<file path="src/rtl/cbu_pkg.sv">
package cbu_pkg;
    localparam int DATA_W = 16;
    localparam int OFF_W  = 8;
    localparam int SEL_W  = 3;

    typedef enum logic [SEL_W-1:0] {
        C_NEVER  = 3'd0,
        C_LT     = 3'd1,
        C_LE     = 3'd2,
        C_EQ     = 3'd3,
        C_NE     = 3'd4,
        C_GE     = 3'd5,
        C_GT     = 3'd6,
        C_ALWAYS = 3'd7
    } cond_e;

    typedef struct packed {
        logic lt;
        logic gt;
    } flags_t;
endpackage

</file>
<file path="src/rtl/cbu_compare.sv">
module cbu_compare #(
    parameter int W = 16
) (
    input  logic [W-1:0]   a,
    input  logic [W-1:0]   b,
    output cbu_pkg::flags_t res
);
    always_comb begin
        res.lt = $signed(a) < $signed(b);
        res.gt = $signed(a) > $signed(b);
    end

    always_comb begin
        a_r2_exclusive: assert (!(res.lt && res.gt));
    end
endmodule

</file>
<file path="src/rtl/cbu_cond_eval.sv">
module cbu_cond_eval #(
    parameter int SW = 3
) (
    input  cbu_pkg::flags_t flags,
    input  logic [SW-1:0]   sel,
    output logic            cond_true
);
    import cbu_pkg::*;

    logic eq;

    always_comb begin
        eq = !flags.lt && !flags.gt;
        case (cond_e'(sel))
            C_NEVER:  cond_true = 1'b0;
            C_LT:     cond_true = flags.lt;
            C_LE:     cond_true = flags.lt || eq;
            C_EQ:     cond_true = eq;
            C_NE:     cond_true = !eq;
            C_GE:     cond_true = flags.gt || eq;
            C_GT:     cond_true = flags.gt;
            C_ALWAYS: cond_true = 1'b1;
            default:  cond_true = 1'b0;
        endcase
    end

    always_comb begin
        a_r5_never_always: assert (!(sel == C_NEVER && cond_true) && !(sel == C_ALWAYS && !cond_true));
    end
endmodule

</file>
<file path="src/rtl/cbu_target.sv">
module cbu_target #(
    parameter int W  = 16,
    parameter int OW = 8
) (
    input  logic          take,
    input  logic          use_reg,
    input  logic [W-1:0]  pc,
    input  logic [OW-1:0] off,
    input  logic [W-1:0]  reg_tgt,
    output logic [W-1:0]  npc
);
    localparam int EXT_W = W - OW;

    logic [W-1:0] seq_pc;
    logic [W-1:0] off_ext;

    always_comb begin
        seq_pc  = pc + W'(1);
        off_ext = {{EXT_W{off[OW-1]}}, off};
        if (!take)
            npc = seq_pc;
        else if (use_reg)
            npc = reg_tgt;
        else
            npc = seq_pc + off_ext;
    end
endmodule

</file>
<file path="src/rtl/cond_branch_unit.sv">
module cond_branch_unit #(
    parameter int DATA_W = cbu_pkg::DATA_W,
    parameter int OFF_W  = cbu_pkg::OFF_W,
    parameter int SEL_W  = cbu_pkg::SEL_W
) (
    input  logic              clk,
    input  logic              rst_n,
    input  logic              cmp_en,
    input  logic [DATA_W-1:0] opnd_a,
    input  logic [DATA_W-1:0] opnd_b,
    input  logic              br_req,
    input  logic              jr_req,
    input  logic [SEL_W-1:0]  cond_sel,
    input  logic [OFF_W-1:0]  br_off,
    input  logic [DATA_W-1:0] jr_target,
    input  logic [DATA_W-1:0] pc,
    output logic              taken,
    output logic [DATA_W-1:0] next_pc
);
    import cbu_pkg::*;

    typedef struct packed {
        flags_t flags;
    } state_t;

    state_t state_d, state_q;
    flags_t cmp_res;
    logic   cond_true;
    logic   any_req;

    cbu_compare #(.W(DATA_W)) u_cmp (
        .a   (opnd_a),
        .b   (opnd_b),
        .res (cmp_res)
    );

    cbu_cond_eval #(.SW(SEL_W)) u_eval (
        .flags     (state_q.flags),
        .sel       (cond_sel),
        .cond_true (cond_true)
    );

    always_comb begin
        state_d = state_q;
        if (cmp_en)
            state_d.flags = cmp_res;
        any_req = br_req || jr_req;
        taken   = any_req && cond_true;
    end

    always_ff @(posedge clk or negedge rst_n) begin
        if (!rst_n)
            state_q <= '0;
        else
            state_q <= state_d;
    end

    cbu_target #(.W(DATA_W), .OW(OFF_W)) u_tgt (
        .take    (taken),
        .use_reg (jr_req),
        .pc      (pc),
        .off     (br_off),
        .reg_tgt (jr_target),
        .npc     (next_pc)
    );

    a_r3_hold: assert property (@(posedge clk) disable iff (!rst_n)
        !cmp_en |=> $stable(state_q.flags));

    a_r2_signed_cmp: assert property (@(posedge clk) disable iff (!rst_n)
        cmp_en |=> (state_q.flags.lt == $past($signed(opnd_a) < $signed(opnd_b))) &&
                   (state_q.flags.gt == $past($signed(opnd_a) > $signed(opnd_b))));

    a_r6_no_request: assert property (@(posedge clk) disable iff (!rst_n)
        !(br_req || jr_req) |-> !taken);

    a_r9_fallthrough: assert property (@(posedge clk) disable iff (!rst_n)
        !taken |-> next_pc == pc + DATA_W'(1));

    a_r8_jump_target: assert property (@(posedge clk) disable iff (!rst_n)
        (taken && jr_req) |-> next_pc == jr_target);
endmodule

</file>
<file path="config.mk">
export PLATFORM = sky130hd
export DESIGN_NAME = cond_branch_unit
export DESIGN_NICKNAME = d
export VERILOG_FILES = /design/src/rtl/cbu_pkg.sv /design/src/rtl/cbu_compare.sv /design/src/rtl/cbu_cond_eval.sv /design/src/rtl/cbu_target.sv /design/src/rtl/cond_branch_unit.sv
export SDC_FILE = /design/constraint.sdc
export NUM_CORES = 1
export LEC_CHECK = 0
export ABC_AREA = 1
export ABC_CLOCK_PERIOD_IN_PS = 2700
export BUFFER_PORTS_ARGS = -buffer_cell sky130_fd_sc_hd__buf_2
export CORE_UTILIZATION = 35
export DETAILED_ROUTE_END_ITERATION = 16
export GPL_TIMING_DRIVEN = 0
export HOLD_SLACK_MARGIN = 0.06
export PLACE_DENSITY = 0.6
export SLEW_MARGIN = 30
export SYNTH_ARGS = -nofsm -noshare
export SYNTH_HDL_FRONTEND = slang
export SYNTH_HIERARCHICAL = 1
export SYNTH_SLANG_ARGS = --single-unit
</file>
<file path="constraint.sdc">
create_clock -name clk -period 2.7 [get_ports clk]
set_input_delay 0.135 -clock clk [delete_from_list [all_inputs] [get_ports clk]]
set_output_delay 0.135 -clock clk [all_outputs]
set_load 0.02 [all_outputs]
</file>
; Word level (Yosys, flattened, before mapping)
; Cells that the tools add are included.
[classes]
muxes = 3
n_addsub = 2
reduce_logical = 9
order_cmp = 2
eq_ne = 7
[op_table]
columns = operator, count
row1 = $mux 16, 2
row2 = $add 16x1->16 const B, 1
row3 = $add 16x16->16, 1
row4 = $gt 16x16->1, 1
row5 = $lt 16x16->1, 1
row6 = $eq 3x3->1 const B, 4
row7 = $pmux 1 s8, 1
row8 = $eq 3x2->1 const B, 2
row9 = $eq 3x1->1 const B, 1
row10 = $logic_not 1->1, 3
row11 = $logic_not 3->1, 1
row12 = $logic_or 1x1->1, 3
row13 = $logic_and 1x1->1, 2
[word_totals]
output_inout_bits = 17
register_bits = 2
elab_cells = 25
inputBits = 80

; Longest topological paths before layout
; Gate-level depths: netlist (run 1).
[depth]
word_depth = 6
depth_mapped = 21
depth_no_buf = 21

; Cells and area by module
; The synthesis (run 1) kept the hierarchy.
[by_module_without_submodules]
columns = mod, n_inst, area_per_inst_um2, seq_area_each_um2, cells_per_inst
row1 = cbu_target, 1, 1581.5, 0.0, 299
row2 = cbu_compare, 1, 469.2, 0.0, 77
row3 = cond_branch_unit, 1, 87.6, 50.0, 12
row4 = cbu_cond_eval, 1, 77.6, 0.0, 18

; Least setup slack after synthesis (run 1)
; No wires, ideal clock.
[synth_timing]
path_kind = input to output
start = in pc[0]
end = out next_pc[15]
t_arrival_ns = 2.110
path_slack_ns = 0.455
path_stages = 18
t_required_ns = 2.565
path_buffers = 0
path_cell_list = ha_1 nand2_1 inv_1 nand3_4 nor2_4 nand3_2 xor2_1 clkinv_2 ha_1 nand2_1 inv_1 a21oi_1 nand2_1 a21oi_1 nand3_1 nand3_1 nand2_1 nand2_1
[synth_between]
elab_chain_len = 4
[synth_lines]
columns = element, line_no
row1 = start: declaration, cond_branch_unit.sv:16  ; input logic [DATA_W-1:0] pc,
row2 = $add 16x1->16 (*), cbu_target.sv:18  ; seq_pc = pc + W'(1);
row3 = $add 16x16->16, cbu_target.sv:25  ; npc = seq_pc + off_ext;
row4 = $mux 16, cbu_target.sv:22  ; else if (use_reg)
row5 = $mux 16 (*), cbu_target.sv:20  ; if (!take)
row6 = end: declaration, cond_branch_unit.sv:18  ; output logic [DATA_W-1:0] next_pc
; Every way passes the cells marked *; elsewhere a longest branch is shown, timed or not.

; Worst setup path after layout (run 1)
; Ends and elaborated chain as after synthesis.

==> results of run 1 <==
==> per-stage QoR <==
step	utilization (%)	setup TNS, ps
6_report	49.1	0
3_3_place_gp	46.3	-54.7
3_5_place_dp	46.3	-103
5_1_grt	49.1	-98.5
4_1_cts	47.2	0
2_1_floorplan	-	0
==> cells in the mapped netlist <==
cell,count
a21o_1,4
a21oi_1,26
a21oi_2,2
a22oi_2,1
a31o_2,1
a31oi_1,1
buf_2,2
clkbuf_1,3
clkbuf_8,1
clkinv_1,1
clkinv_2,1
dfrtp_1,2
fa_1,1
ha_1,36
inv_1,69
inv_2,3
nand2_1,122
nand2_2,4
nand2_4,1
nand3_1,26
nand3_2,2
nand3_4,1
nand3b_1,2
nand4_1,3
nor2_1,52
nor2_2,1
nor2_4,4
o211ai_1,1
o21ai_0,12
o21ai_1,2
o21ai_2,1
o21bai_1,4
o22ai_1,2
xnor2_1,5
xor2_1,7
==> cells by family after synthesis <==
kind of cell / count (synthesis) / share of synthesized area, %
adders and majority gates: 37 / 21.2
and+or+nand+nor: 218 / 42.5
buffers and inverters: 80 / 14.2
xor gates and xnor gates: 12 / 4.74
DFF: 2 / 2.26
AOI/OAI and AO/OA: 57 / 15.1
==> what timing repair did <==
item | 4_1_cts | 5_1_grt
pin swaps | 0 | 2
endpoints found under the hold margin | 2 | 0
endpoints found under the setup margin | 1 | 7
setup buffers | 0 | 2
resized for setup | 2 | 20
hold buffers | 1 | 0
==> how the worst max path moves through the flow <==
stage	slack (ps)	cells after the start	start	endpoint
2_1_floorplan	450	18	pc[0]	next_pc[15]
3_3_place_gp	-50	20	pc[0]	next_pc[15]
3_5_place_dp	-100	20	pc[0]	next_pc[15]
4_1_cts	50	20	pc[0]	next_pc[15]
5_1_grt	-70	21	pc[0]	next_pc[15]
6_report	140	20	pc[0]	next_pc[15]
==> layer usage <==
layer  GRT usage [%]  vias to the layer above  wire [um]
met4            4.56                        0         41
met5               0                        -          0
li1                -                     1481          -
met2            37.8                       63       3270
met1            25.9                     1192       2970
met3            2.22                        4        277
==> critical path, stage by stage <==
cell,delay (ps)
buf_2,130
ha_1,170
nand2_1,90
inv_4,100
nand3_4,90
nor2_4,150
nand3_2,100
xor2_2,170
clkinv_2,110
ha_4,240
nand2_2,70
inv_1,40
a21oi_1,140
nand2_1,80
a21oi_2,160
nand3_1,100
nand3_1,90
nand2_1,50
nand2_1,50
buf_2,160
==> area by class of cell <==
cell class | count | area (sq um) | area share [%]
buffer | 6 | 35.0 | 1.18
multi-input combinational | 324 | 1950 | 65.9
inverter | 74 | 282 | 9.51
tap | 75 | 93.8 | 3.17
timing repair buffer | 99 | 508 | 17.2
clock buffer | 3 | 41.3 | 1.39
sequential | 2 | 50.0 | 1.69
==> power by group <==
part           leakage [uW]  total, uW  switching [uW]  internal [uW]
Sequential        0.0000244       37.8            2.86           34.9
Clock             0.0000216        116            22.3           94.2
Combinational       0.00175        637             387            250
Total               0.00179        791             412            379
==> cells in the final DEF (no fill, tap or decap), drive strengths merged, types with 5 or more instances in the layout <==
| cell type | synthesis | routed |
|---|---|---|
| ha | 36 | 36 |
| a21oi | 28 | 28 |
| xor2 | 7 | 7 |
| xnor2 | 5 | 5 |
| clkbuf | 4 | 7 |
| nor2 | 57 | 57 |
| inv | 72 | 72 |
| o21ai | 15 | 15 |
| nand2 | 127 | 127 |
| buf | 2 | 100 |
| nand3 | 29 | 29 |
==> reports/metrics.yaml, run 1 <==
num_antenna_cells: 0
hold_depth: 3
grt_pass1_wl_um: 10900
max_freq_mhz: 391
p_total_uw: 791
core_sq_um: 6030
seq_area_frac_synth_pct: 2.26
start_util_pct: 36.8
place_congestion: 0.832
setup_violations: 0
grt_setup_unrepaired: "yes"
hold_start: "cmp_en"
leakagePower_uw: 0.00179
cp-start-kind: "primary input"
syn_area_sq_um: 2220
cp.required_ps: 2570
place_ws_ps: -103
cts.clk_slew.worst_paths_ps: 30
worstMarginPinSlew_ps: 561
wire_per_inst_um: 11.3
num_vias: 2740
reg2reg_depth: 2
min_period_over_period_pct: 94.8
numCtsBuffers: 3
ir_drop_mv: 0.250
yosys_warnings: 6
setup_ws_ps: 139
drc: 0
syn_nets: 523
die_width_um: 81.6
cts_root_buf: "clkbuf_8"
cts_tree: "built"
fin_area_sq_um: 2960
place_area_sq_um: 2790
hpwl_um: 5630
syn_to_final_growth_pct: 33.6
cts_num_sinks: 2
rows: 28
postRouteAntennaNets: 0
die_y_um: 81.6
min_to: "state_q[0]"
wl_um: 6560
syn_area_per_cell_sq_um: 5.46
power.density_nw_per_um2: 267
top_register: "state_q"
num-fill-cells: 648
drt-pass1-iter-count: 4
grtUsageTotal_pct: 20.7
synth_top_cell_area_share_pct: 20.7
reg_top3: "state_q x2"
end_kind: "output pin"
skew_ps: 0
cts_max_level: 1
r2r-end: "state_q[1]"
holdCritPathClass: "primary input to flop"
grt_pass1_vias: 2528
ys_seq_elements: 2
fin_crit_ps: 2560
io_pins: 97
die_area_sq_um: 6650
antenna_found_initial: 0
r2r_slack_ps: 2080
syn_inst: 406
grt_max_degree: 14
layout.nets: 627
port_buffers: 96
r2r-start: "state_q[1]"
yosys.area.top_type: "nand2_1"
status: "completed"
cts_buffer_depth: 2
drive_above_1_share_pct: 28.3
place_inst: 577
arrival_ps: 2430
clk_latency_ps: 210
grt-ovfl-total: 0
maxCapViolCount: 0
hold_viol: 0
synth_cell_type_count: 35
cp_max_fo: 6
slew_headroom_pct: 62.6
fin_cells: 583
largest_reg_flops: 2
hold_ws_ps: 163
drt_iter0_markers: 144
slew_violations: 0
synthTopCellsByArea: "nand2_1 21%, ha_1 20%, inv_1 12%"
path_class: "primary input to output pin"
viasPerCell: 4.70
(Power assumes the default switching activity.)
==> run 2, diff against run 1 <==
--- a/config.mk
+++ b/config.mk
@@ -6,7 +6,7 @@
 export NUM_CORES = 1
 export LEC_CHECK = 0
 export ABC_AREA = 1
-export ABC_CLOCK_PERIOD_IN_PS = 2700
+export ABC_CLOCK_PERIOD_IN_PS = 2380
 export BUFFER_PORTS_ARGS = -buffer_cell sky130_fd_sc_hd__buf_2
 export CORE_UTILIZATION = 35
 export DETAILED_ROUTE_END_ITERATION = 16
==> constraint.sdc (replaced) <==
create_clock -name clk -period 2.38 [get_ports clk]
set_input_delay 0.119 -clock clk [delete_from_list [all_inputs] [get_ports clk]]
set_output_delay 0.119 -clock clk [all_outputs]
set_load 0.02 [all_outputs]
==> run 2 against run 1 <==
  * The run now ends with setup timing left
  * Worst hold slack worse by 16 ps
  * Die area unchanged
  * Clock skew is the same
  * Non-clock buffer count increased by 14
  * Register-to-register slack got worse by 320 ps
  * Core utilization rose by 7.7 points
  * Final area grew 16%
  * Global-route usage grew 0.70 points
  * Worst setup slack worse by 170 ps
==> reports/metrics.yaml, run 2 (synthesis results as in run 1) <==
die_area_sq_um: 6650  # unchanged
cts_num_sinks: 2  # unchanged
grt_pass1_vias: 2650  # +4.8%
syn_to_final_growth_pct: 54.5
top_register: "state_q"
power.density_nw_per_um2: 296  # +11%
start_util_pct: 36.8  # unchanged
cp.required_ps: 2260  # -310 ps
port_buffers: 96  # unchanged
worstMarginPinSlew_ps: 565  # +4.13 ps
postRouteAntennaNets: 0  # unchanged
num_antenna_cells: 0  # unchanged
hpwl_um: 5630  # unchanged
top_layer: "met4"
holdCritPathClass: "primary input to flop"
timing.critical_path.mode_cell: "nand2_1"
hold_viol: 0  # unchanged
core_sq_um: 6030  # unchanged
drt_iter0_markers: 106  # -26%
grt_setup_unrepaired: "yes"
leakagePower_uw: 0.00193  # +7.7%
drc: 0  # unchanged
cts_max_level: 1  # unchanged
crit_buf_inv: 6  # +1
rows: 28  # unchanged
maxCapViolCount: 0  # unchanged
critPathTopFamily: "simple AND/OR/NAND/NOR gates"
path_class: "primary input to output pin"
max_freq_mhz: 414
cts_root_buf: "clkbuf_8"
hold_ws_ps: 147  # -16.1 ps
largest_reg_flops: 2  # unchanged
cp_max_fo: 6  # unchanged
die_width_um: 81.6  # unchanged
grt_pass1_wl_um: 11300  # +3.7%
final_cell_mix: "107 x nand2_1, 85 x buf_2, 64 x inv_1, 45 x nor2_1, 25 x ha_1"
wire_per_inst_um: 11.7  # +3.7%
cp_slowest_stage_delay_ps: 270  # +30 ps
skew_ps: 0  # unchanged
grtUsageTotal_pct: 21.4  # +0.70 points
status: "complete, but fails checks"
drt-pass1-iter-count: 4  # unchanged
die_y_um: 81.6  # unchanged
num_vias: 2862  # +4.5%
cts.clk_slew.worst_paths_ps: 30  # about the same
arrival_ps: 2300  # -130 ps
place_congestion: 0.832  # unchanged
min_period_over_period_pct: 101
slew_headroom_pct: 62.4  # -0.28 points
io_pins: 97  # unchanged
setup_violations: 1  # +1
path_cells: "buf_8, ha_4, nand2_4, inv_6, nand3_4, nor2_4, nand3_2, xor2_2, clkinv_2, ha_4, nand2_4, inv_2, a21oi_2, nand2_1, a21oi_2, inv_1, nand2_1, nand3_1, nand2_1, nand2_1, buf_6"
grt_max_degree: 14  # unchanged
clk_latency_ps: 210  # about the same
violations: "setup timing"
cts_tree: "built"
viasPerCell: 4.79  # +2.0%
m1WireLength_um: 2970  # about the same
numCtsBuffers: 3  # unchanged
final_common_cell: "nand2_1"
dr_wl_met3_um: 336  # +21%
setup_ws_ps: -34.0  # -173 ps
fin_util_pct: 56.8  # +7.7 points
grt-ovfl-total: 0  # unchanged
layout.nets: 641  # +2.2%
fin_crit_ps: 2410
wl_met2_um: 3520  # +7.6%
antenna_found_initial: 0  # unchanged
wl_um: 6970  # +6.2%
cp-start-kind: "primary input"
end_kind: "output pin"
cts_buffer_depth: 2  # unchanged
ir_drop_mv: 0.287  # +15%
reg_top3: "state_q x2"
slew_violations: 0  # unchanged
slowest_stage: "ha_4"
drive_above_1_share_pct: 38.1  # +9.8 points
## run 2: changes by cell type in the layout (fill, tap and decap cells not counted), sizes merged
cell / before / now
buf: 100 / 114
## run 2: layout make-up
| cell class | count | area, sq um |
|---|---|---|
| Buffer | 6 | 36.3 |
| Clock buffer | 3 | 41.3 |
| Fill cell | 584 | 2600 |
| Inverter | 74 | 284 |
| Multi-Input combinational cell | 324 | 2230 |
| Sequential cell | 2 | 50.0 |
| Tap cell | 75 | 93.8 |
| Timing Repair Buffer | 113 | 684 |
## run 2: per-stage QoR
step / std cells / TNS (ps) / worst slack, ps / total power [uW] / area, sq um
finish: 597 / -34.0 / -34.0 / 1010 / 3420
global route: 597 / -504 / -174 / 1120 / 3420
CTS: 589 / -46.9 / -16.6 / 924 / 3070
detailed placement: 577 / -1350 / -391 / 737 / 2790
global placement: 577 / -1130 / -343 / 734 / 2790
floorplan: 406 / 0 / 167 / 513 / 2220
## run 2: worst min-delay path, delay by kind of cell
family	cells	cell delay (ps)
buffers and inverters	1	100
AND/OR/NAND/NOR	2	100
## run 2: routing by layer
layer | vias to the layer above | track usage, %
met1 | 1265 | 26.5
met2 | 70 | 39.3
met3 | 12 | 2.11
met5 | - | 0
li1 | 1515 | -
met4 | 0 | 5.26
## run 2: power by group
part,switching (uW),internal (uW),leakage (uW)
registers,3.36,39.6,0.0000244
logic,481,355,0.00189
clock network,25.6,107,0.0000216
total,510,502,0.00193
## run 2: final timing paths
| path | start | endpoint | slack, ps | cells after the start |
|---|---|---|---|---|
| setup / recovery | pc[0] | next_pc[15] | -30 | 21 |
| setup reg to reg | state_q[1] | state_q[1] | 1760 | 2 |
| min in group asynchronous | rst_n | state_q[0] | 230 | 2 |
| max in group asynchronous | rst_n | state_q[1] | 2040 | 2 |
| hold / removal | cmp_en | state_q[0] | 150 | 3 |
| hold reg to reg | state_q[0] | state_q[0] | 460 | 2 |
## run 2: what timing repair did
action                                  in CTS  in global routing
hold endpoints to repair                     2                  0
pin swaps                                   18                 31
gates cloned                                 0                  0
endpoints found under the setup margin      10                 12
hold buffers                                 1                  0
resized for setup                           37                 65
buffers inserted                             8                  8
==> run 3, diff against run 2 <==
--- a/config.mk
+++ b/config.mk
@@ -13,6 +13,7 @@
 export GPL_TIMING_DRIVEN = 0
 export HOLD_SLACK_MARGIN = 0.06
 export PLACE_DENSITY = 0.6
+export SETUP_SLACK_MARGIN = 0.5
 export SLEW_MARGIN = 30
 export SYNTH_ARGS = -nofsm -noshare
 export SYNTH_HDL_FRONTEND = slang
==> run 3 against run 2 <==
  * The flow now finishes without violations
  * Core utilization is 3.5 points higher
  * Maximum frequency rose by 4.0%
  * Flip-flop and latch count is the same
  * Worst setup slack improved by 93 ps
  * Clock power up 7%
  * Final cell count grew 0.50%
  * Highest routed layer unchanged
==> reports/metrics.yaml, run 3 (synthesis results as in run 1) <==
status: "completed"
fin_area_sq_um: 3640  # +6.2%
grt_pass1_vias: 2616  # -1.3%
slew_headroom_pct: 65.4  # +3.0 points
cp.required_ps: 2260  # about the same
cts.clk_slew.worst_paths_ps: 30  # about the same
rows: 28  # unchanged
hpwl_um: 5450  # -3.2%
grt_max_degree: 14  # unchanged
drc: 0  # unchanged
fin_cells: 600  # +0.50%
largest_reg_flops: 2  # unchanged
slew_violations: 0  # unchanged
die_width_um: 81.6  # unchanged
port_buffers: 96  # unchanged
tns_ps: 0  # +34.0 ps
viasPerCell: 4.73  # -1.4%
num-fill-cells: 594  # +1.7%
crit_buf_inv: 5  # -1
max_freq_mhz: 431  # +4.0%
fin_crit_ps: 2320  # -93.4 ps
drt_iter0_markers: 95  # -10%
cp_max_fo: 4  # -2
r2r_slack_ps: 1770  # about the same
place_inst: 577  # unchanged
grtUsageTotal_pct: 20.3  # -1.1 points
p_total_uw: 1110  # +10%
setup_violations: 0  # -1
place_area_sq_um: 2920  # +4.6%
ir_drop_mv: 0.182  # -37%
layout.nets: 644  # +0.47%
hold_viol: 0  # unchanged
holdCritPathClass: "primary input to flop"
num_antenna_cells: 0  # unchanged
final_cell_mix: "98 x nand2_1, 79 x buf_2, 63 x inv_1, 42 x nor2_1, 23 x buf_4"
cts_num_sinks: 2  # unchanged
place_ws_ps: -203  # +188 ps
worstMarginPinSlew_ps: 520  # -45.1 ps
num_vias: 2837  # -0.87%
slowest_stage: "ha_4"
setup_ws_ps: 59.3  # +93.4 ps
grt_pass1_wl_um: 10700  # -5.9%
place_congestion: 0.833  # +0.13%
cp-start-kind: "primary input"
reg_top3: "state_q x2"
skew_ps: 0  # unchanged
cts_root_buf: "clkbuf_8"
maxCapViolCount: 0  # unchanged
critPathTopFamily: "simple AND/OR/NAND/NOR gates"
cts_tree: "built"
syn_to_final_growth_pct: 64.1
antenna_found_initial: 0  # unchanged
path_cells: "buf_8, nand2_4, nor2_4, nand3_4, nor2_4, nand3_2, xor2_2, clkinv_2, ha_4, nand2_4, inv_2, a21oi_2, nand2_1, a21oi_2, inv_1, nand2_1, nand3_1, nand2_1, nand2_2, buf_6"
arrival_ps: 2200  # -100 ps
top_register: "state_q"
core_sq_um: 6030  # unchanged
postRouteAntennaNets: 0  # unchanged
die_area_sq_um: 6650  # unchanged
path_class: "primary input to output pin"
min_period_over_period_pct: 97.5  # -3.9 points
wire_per_inst_um: 11.4  # -2.0%
start_util_pct: 36.8  # unchanged
grt_setup_unrepaired: "yes"
final_common_cell: "nand2_1"
drt-pass1-iter-count: 4  # unchanged
timing.critical_path.mode_cell: "nand2_1"
die_y_um: 81.6  # unchanged
cp_slowest_stage_delay_ps: 240  # -30 ps
cts_max_level: 1  # unchanged
cts_buffer_depth: 2  # unchanged
clk_latency_ps: 220  # about the same
drive_above_1_share_pct: 43.6  # +5.5 points
power.density_nw_per_um2: 306  # +3.6%
leakagePower_uw: 0.00200  # +3.2%
numCtsBuffers: 3  # unchanged
end_kind: "output pin"
io_pins: 97  # unchanged
wl_um: 6860  # -1.6%
grt-ovfl-total: 0  # unchanged
==> run 3: cell count changes in the layout (fill, tap and decap cells not counted), sizes merged <==
| cell | delta |
|---|---|
| buf | +3 |
==> run 3: path summary, 6_finish.rpt <==
path,from,cells after the start,to
max in group asynchronous,rst_n,2,state_q[1]
max,pc[3],20,next_pc[15]
max reg2reg,state_q[1],2,state_q[1]
min,cmp_en,3,state_q[0]
min reg2reg,state_q[0],2,state_q[0]
min in group asynchronous,rst_n,2,state_q[0]
==> run 3: per-stage QoR <==
stage | hold slack (ps) | util, %
global route | 165 | 60.3
detailed placement | -92.8 | 48.4
floorplan | -177 | -
CTS | 136 | 55.3
global placement | -95.3 | 48.4
finish | 139 | 60.3
==> run 3: timing repair <==
| action | in CTS | in global routing |
|---|---|---|
| setup buffers | 12 | 7 |
| setup endpoints to repair | 15 | 16 |
| hold endpoints to repair | 2 | 0 |
| pin swaps | 40 | 18 |
| hold buffers | 1 | 0 |
| resized for setup | 59 | 62 |
==> run 3: layout make-up <==
cell class | instances | area [sq um] | area share (%)
clock buffers | 3 | 41.3 | 1.14
plain buffers | 6 | 50.0 | 1.38
well taps | 75 | 93.8 | 2.58
repair buffers | 116 | 744 | 20.5
flip-flops and latches | 2 | 50.0 | 1.38
inverters | 74 | 284 | 7.81
multi-input cells | 324 | 2370 | 65.2
==> run 3: layer usage <==
| metal | track usage, % | wire (um) | share of wire (%) |
|---|---|---|---|
| met4 | 4.04 | 76 | 1.1 |
| met3 | 1.56 | 329 | 4.8 |
| met1 | 24.5 | 3040 | 44 |
| met5 | 0 | 0 | 0 |
| met2 | 38.8 | 3410 | 50 |
==> run 3: report_power, final <==
| part | switching [uW] | internal, uW | leakage, uW |
|---|---|---|---|
| clock network | 33.1 | 108 | 0.0000216 |
| logic | 512 | 417 | 0.00195 |
| registers | 3.43 | 39.6 | 0.0000244 |
| total | 549 | 564 | 0.00200 |
==> run 3: worst register-to-register path, stage by stage (launching register included) <==
cell and delay [ps]:
dfrtp_1 380, nand2_1 70, nand2_1 50
